File: config.mk
export PLATFORM = sky130hd
export DESIGN_NAME = cursor_limit_detector
export DESIGN_NICKNAME = d
export VERILOG_FILES = /design/src/rtl/cld_pkg.sv /design/src/rtl/cld_axis_decode.sv /design/src/rtl/cld_flag_reg.sv /design/src/rtl/cld_margin_bell.sv /design/src/rtl/cursor_limit_detector.sv
export SDC_FILE = /design/constraint.sdc
export NUM_CORES = 1
export LEC_CHECK = 0
export BUFFER_PORTS_ARGS = -buffer_cell sky130_fd_sc_hd__buf_2
export CAP_MARGIN = 5
export CORE_MARGIN = 2
export CORE_UTILIZATION = 30
export DETAILED_ROUTE_END_ITERATION = 7
export GPL_ROUTABILITY_DRIVEN = 0
export PLACE_DENSITY = 0.63
export SYNTH_ARGS = -nofsm -noshare
export SYNTH_HDL_FRONTEND = slang
export SYNTH_HIERARCHICAL = 1
export SYNTH_SLANG_ARGS = --single-unit
File: constraint.sdc
create_clock -name clk -period 3.8 [get_ports clk]
set_input_delay 1.14 -clock clk [delete_from_list [all_inputs] [get_ports clk]]
set_output_delay 1.14 -clock clk [all_outputs]
set_load 0.02 [all_outputs]
File: src/rtl/cld_pkg.sv
package cld_pkg;

  typedef struct packed {
    logic col_first;
    logic col_last;
    logic row_first;
    logic row_last;
  } cld_flags_t;

  localparam cld_flags_t CLD_FLAGS_CLEAR = '{default: 1'b0};

endpackage

File: src/rtl/cld_axis_decode.sv
module cld_axis_decode #(
  parameter int COUNT_W = 7,
  parameter int LAST_VAL = 79
) (
  input  logic [COUNT_W-1:0] cnt,
  output logic               at_first,
  output logic               at_last
);

  localparam logic [COUNT_W-1:0] FIRST_C = '0;
  localparam logic [COUNT_W-1:0] LAST_C  = COUNT_W'(LAST_VAL);

  always_comb begin
    at_first = (cnt == FIRST_C);
    at_last  = (cnt == LAST_C);
  end

endmodule

File: src/rtl/cld_flag_reg.sv
module cld_flag_reg
  import cld_pkg::*;
(
  input  logic       clk,
  input  logic       rst,
  input  logic       load,
  input  cld_flags_t d,
  output cld_flags_t q
);

  always_ff @(posedge clk) begin
    if (rst) begin
      q <= CLD_FLAGS_CLEAR;
    end else if (load) begin
      q <= d;
    end
  end

endmodule

File: src/rtl/cld_margin_bell.sv
module cld_margin_bell #(
  parameter int COUNT_W = 7,
  parameter int TRIP_COL = 72
) (
  input  logic               clk,
  input  logic               rst,
  input  logic [COUNT_W-1:0] cnt,
  output logic               bell
);

  localparam logic [COUNT_W-1:0] TRIP_C = COUNT_W'(TRIP_COL);
  localparam logic [COUNT_W-1:0] PRE_C  = COUNT_W'(TRIP_COL - 1);

  logic [COUNT_W-1:0] prev_cnt;
  logic               step_over;

  assign step_over = (prev_cnt == PRE_C) && (cnt == TRIP_C);

  always_ff @(posedge clk) begin
    if (rst) begin
      prev_cnt <= '0;
      bell     <= 1'b0;
    end else begin
      prev_cnt <= cnt;
      bell     <= step_over;
    end
  end

endmodule

File: src/rtl/cursor_limit_detector.sv
module cursor_limit_detector
  import cld_pkg::*;
#(
  parameter int COLS = 80,
  parameter int ROWS = 24,
  parameter int BELL_COL = 72
) (
  input  logic                     clk,
  input  logic                     rst,
  input  logic                     sample,
  input  logic [$clog2(COLS)-1:0]  col_cnt,
  input  logic [$clog2(ROWS)-1:0]  row_cnt,
  output logic                     col_first,
  output logic                     col_last,
  output logic                     row_first,
  output logic                     row_last,
  output logic                     bell
);

  localparam int CW = $clog2(COLS);
  localparam int RW = $clog2(ROWS);

  cld_flags_t flags_d;
  cld_flags_t flags_q;

  cld_axis_decode #(.COUNT_W(CW), .LAST_VAL(COLS - 1)) u_col_dec (
    .cnt      (col_cnt),
    .at_first (flags_d.col_first),
    .at_last  (flags_d.col_last)
  );

  cld_axis_decode #(.COUNT_W(RW), .LAST_VAL(ROWS - 1)) u_row_dec (
    .cnt      (row_cnt),
    .at_first (flags_d.row_first),
    .at_last  (flags_d.row_last)
  );

  cld_flag_reg u_flags (
    .clk  (clk),
    .rst  (rst),
    .load (sample),
    .d    (flags_d),
    .q    (flags_q)
  );

  cld_margin_bell #(.COUNT_W(CW), .TRIP_COL(BELL_COL)) u_bell (
    .clk  (clk),
    .rst  (rst),
    .cnt  (col_cnt),
    .bell (bell)
  );

  assign col_first = flags_q.col_first;
  assign col_last  = flags_q.col_last;
  assign row_first = flags_q.row_first;
  assign row_last  = flags_q.row_last;

endmodule

==> Yosys cells after proc, flatten, opt, wreduce, memory -nomap -nowiden <==
Index checks and enable logic that the tools add are counted.
{ "classes": {"add_sub_neg": 0, "magnitude_cmp": 0, "n_mux": 0, "n_mul": 0, "reduce_logical": 3, "n_eq_ne": 4, "div": 0, "shifts": 0, "bitwise_logic": 0} }
{ "op_table": {"columns": ["op", "n"], "rows": [
  ["7-bit == test (second input constant)", 3],
  ["7-bit logical NOT", 1],
  ["5-bit == test (second input constant)", 1],
  ["5-bit logical NOT", 1],
  ["1-bit logical AND", 1]
]} }
{ "totals": {"mem_bits_rw": 0, "rom_bits": 0, "mem_count": 0, "latch_bits": 0, "register_bits": 12, "out_inout_bits": 5, "input_bits": 15} }

==> Logic depth before layout (Yosys ltp) <==
{ "logic_depth": {"word_depth": 2, "ltp_mapped": 4} }

==> Modules after synthesis <==
The synthesis kept the hierarchy.
{ "by_module_without_submodules": {"columns": ["module", "area_each_um2", "cells_each", "instances", "seq_area_each_um2"], "rows": [
  ["cld_margin_bell", 266.5, 20, 1, 160.2],
  ["cld_flag_reg", 140.1, 13, 1, 80.1],
  ["cld_axis_decode at u_col_dec", 35.0, 5, 1, 0.0],
  ["cld_axis_decode at u_row_dec", 23.8, 4, 1, 0.0]
]} }

==> Least setup slack after synthesis <==
Ideal clock, no wire load.
{ "synth_path": {"path_type": "input-to-reg", "startpoint": "input col_cnt[5]", "endpoint": "register u_flags/q[3] in the netlist's numbering", "t_required_ps": 3736, "path_stages": 4, "arrival_ps": 1960, "slack_ps": 1776, "cell_sequence": "or4_1 -> nor4_2 -> mux2i_1 -> nor2_1"} }
{ "synth_lines": {"columns": ["element", "line_no", "text"], "rows": [
  ["from (decl)", "cursor_limit_detector.sv:11", "input logic [$clog2(COLS)-1:0] col_cnt,"],
  ["to (signal assigned)", "cld_flag_reg.sv:13", "q <= CLD_FLAGS_CLEAR;"],
  ["to (signal assigned)", "cld_flag_reg.sv:15", "q <= d;"],
  ["to (decl)", "cld_flag_reg.sv:8", "output cld_flags_t q"]
]} }

==> out/metrics.csv <==
stage,metric,value,unit
run_status,status,"complete, no violations",
detailed_routing,vias_per_cell,4.70,
place,io_buffers,19,
worst_setup_path,reg2reg_from,u_bell/prev_cnt[5]$_SDFF_PP0_,
logic_synthesis,netlist-cell-type-count,14,
clocking,post_cts_resize_count,0,
logic_synthesis,yosys_warnings,6,
detailed_routing,vias,371,
place,dpl.hpwl,690,um
timing,finalHoldViolations,0,
worst_setup_path,cp-startpoint,col_cnt[5],
detailed_routing,wl_per_cell,11.0,um
finish,final_cell_mix,"buf_2, dfxtp_1, and2b_2",
die,dieWidth,43.4,um
timing,skew,0.000596,ns
finish,fin_util,40.6,%
logic_synthesis,syn_avg_cell_area,11.1,um2
logic_synthesis,synthXorXnorAreaFrac,0,%
timing,fmax,0.520,GHz
die,rows,14,
clocking,cts.clk_slew.worst_paths,0.07,ns
logic_synthesis,synth.cell_area,465,um2
logic_synthesis,synthAdderAreaFrac,0,%
finish,final_common_cell,buf_2,
clocking,cts_buffers,3,
timing,drv_slew,0,
global_route,grt_max_degree,13,
power_and_ir_drop,power_leakage,0.280,nW
logic_synthesis,syn_nets,57,
global_route,grt_pass1_wl,1470,um
die,initial_core_util,31.6,%
timing,tightestPinTransition,0.278,ns
clocking,postCtsSetupBuffers,0,
clocking,clk_latency,0.26,ns
logic_synthesis,synth-compound-area-share,0,%
clocking,cts_root_buffer,clkbuf_4,
worst_setup_path,worstPathRequired,4.00,ns
timing,layout_worst_path_cycle_share,50.6,%
clocking,cts.sinks,12,
power_and_ir_drop,power_per_cell_area,377,nW/um2
run,max-cap-violations,0,
clocking,cts_tree,done,
worst_setup_path,worst_setup_path_end_kind,register,
power_and_ir_drop,vdd_drop_max,0.000120,V
worst_setup_path,cp-start-kind,input port,
die,dieArea,1880,um2
logic_synthesis,ys_ff_latch,12,
worst_setup_path,path_cells,"buf_2, or4_1, nor4_2, mux2i_1, nor2_1",
die,ioPinCount,20,
hold_path,hold_class,reg2reg,
timing,min_period,1.92,ns
logic_synthesis,synth_top_family_by_area,simple AND/OR/NAND/NOR gates,
worst_setup_path,cp_max_fo,4,
detailed_routing,remaining_drc_errors,0,
clocking,max-clock-path-buffers,2,
finish,drive_gt1_share,47.6,%
worst_setup_path,crit_slowest_cell,or4_1,
die,die_h,43.4,um
worst_setup_path,worstSetupPathType,in2reg,
worst_setup_path,critPathArrivalTime,2.12,ns
global_route,antenna_found_initial,0,
logic_synthesis,yosysSeqAreaShare,51.6,%
timing,grt_setup_unrepaired,false,
detailed_routing,dr.pass1.iters,3,
timing,setup_viol,0,
global_route,grt_overflow_total,0,
detailed_routing,ant_nets,0,
logic_synthesis,synth.area.mux_share,8.60,%
finish,fin_nets,80,
finish,syn_to_final_growth,28.5,%
detailed_routing,wirelength,868,um
logic_synthesis,netlist_instances,42,
clocking,postCtsHoldBufs,0,
logic_synthesis,yosysTopAreaCell,dfxtp_1,
worst_setup_path,slowest_delay,0.53,ns
die,design.core.area,1470,um2
timing,hold_ws,0.496,ns
logic_synthesis,synth_top_area_share,51.6,%
timing,max_slew_margin,81.2,%
detailed_routing,drtIter0Drc,3,
finish,insertedDiodeCount,0,
clocking,cts.htree.levels,1,
logic_synthesis,synthTopCellsByArea,"dfxtp_1, and2b_2, mux2i_1, nor4bb_1, nor2_1",
timing,finalSetupTns,0,ns
global_route,grt_pass1_vias,371,
global_route,grt_usage,10.9,%
hold_path,min-delay-start,u_flags/q[1]$_SDFFE_PP0P_,
logic_synthesis,synth-simple-area-share,38.7,%
## layout make-up
type | count | area, um2
clock buffer | 3 | 22.5
multi-input combinational | 29 | 220
fill | 155 | 873
sequential | 12 | 240
tap | 16 | 20.0
timing repair buffer | 19 | 95.1
## logic make-up (layout without fill, tap and decap cells)
family / after synthesis / in the layout
muxes: 4 / 4
DFF: 12 / 12
and+or+nand+nor: 25 / 25
buffers and inverters: 1 / 22
## state kept, by name (all words and copies together), names as in the netlist
register	count
u_bell/prev_cnt	7
u_flags/q	4
u_bell/bell	1
## through the flow
stage	instances	power [mW]	area, um2	setup slack, ns
4_1_cts	79	0.229	598	1.88
3_3_place_gp	76	0.155	576	1.63
5_1_grt	79	0.237	598	1.84
2_1_floorplan	42	0.143	465	1.78
3_5_place_dp	76	0.156	576	1.61
6_report	79	0.226	598	1.88
## worst max-delay path: cells and delay by family
family,cells,cell delay (ns)
muxes,1,0.10
and+or+nand+nor,3,0.77
buffers and inverters,1,0.12
## cell usage after synthesis
library cell / n
nor2_1: 5
and2b_2: 7
nor4_2: 1
nand3_1: 2
or4_1: 2
dfxtp_1: 12
nor4bb_1: 2
nand2_1: 1
mux2i_1: 4
clkbuf_2: 1
nor3b_1: 2
and4_1: 1
nor4b_1: 1
nor4_1: 1
## power by group
group | internal, mW | leakage, nW | total [mW] | switching, mW
clock network | 0.0365 | 0.0138 | 0.0731 | 0.0366
registers | 0.130 | 0.0986 | 0.131 | 0.000916
logic | 0.0118 | 0.168 | 0.0217 | 0.00992
total | 0.178 | 0.280 | 0.226 | 0.0475
## metal layers
metal	up-vias	track usage, %	wire length, um
met5	-	0	0
met4	0	9.09	22
met3	2	2.50	21
met2	5	17.3	465
met1	171	12.5	359
li1	193	-	-
## final timing paths
kind	endpoint	slack, ns	depth (start not counted)
max	u_flags/q[3]$_SDFFE_PP0P_	1.88	5
min	u_flags/q[1]$_SDFFE_PP0P_	0.50	2
max reg2reg	u_bell/bell$_SDFF_PP0_	2.91	2
min reg2reg	u_flags/q[1]$_SDFFE_PP0P_	0.50	2
(Power assumes the default switching activity.)
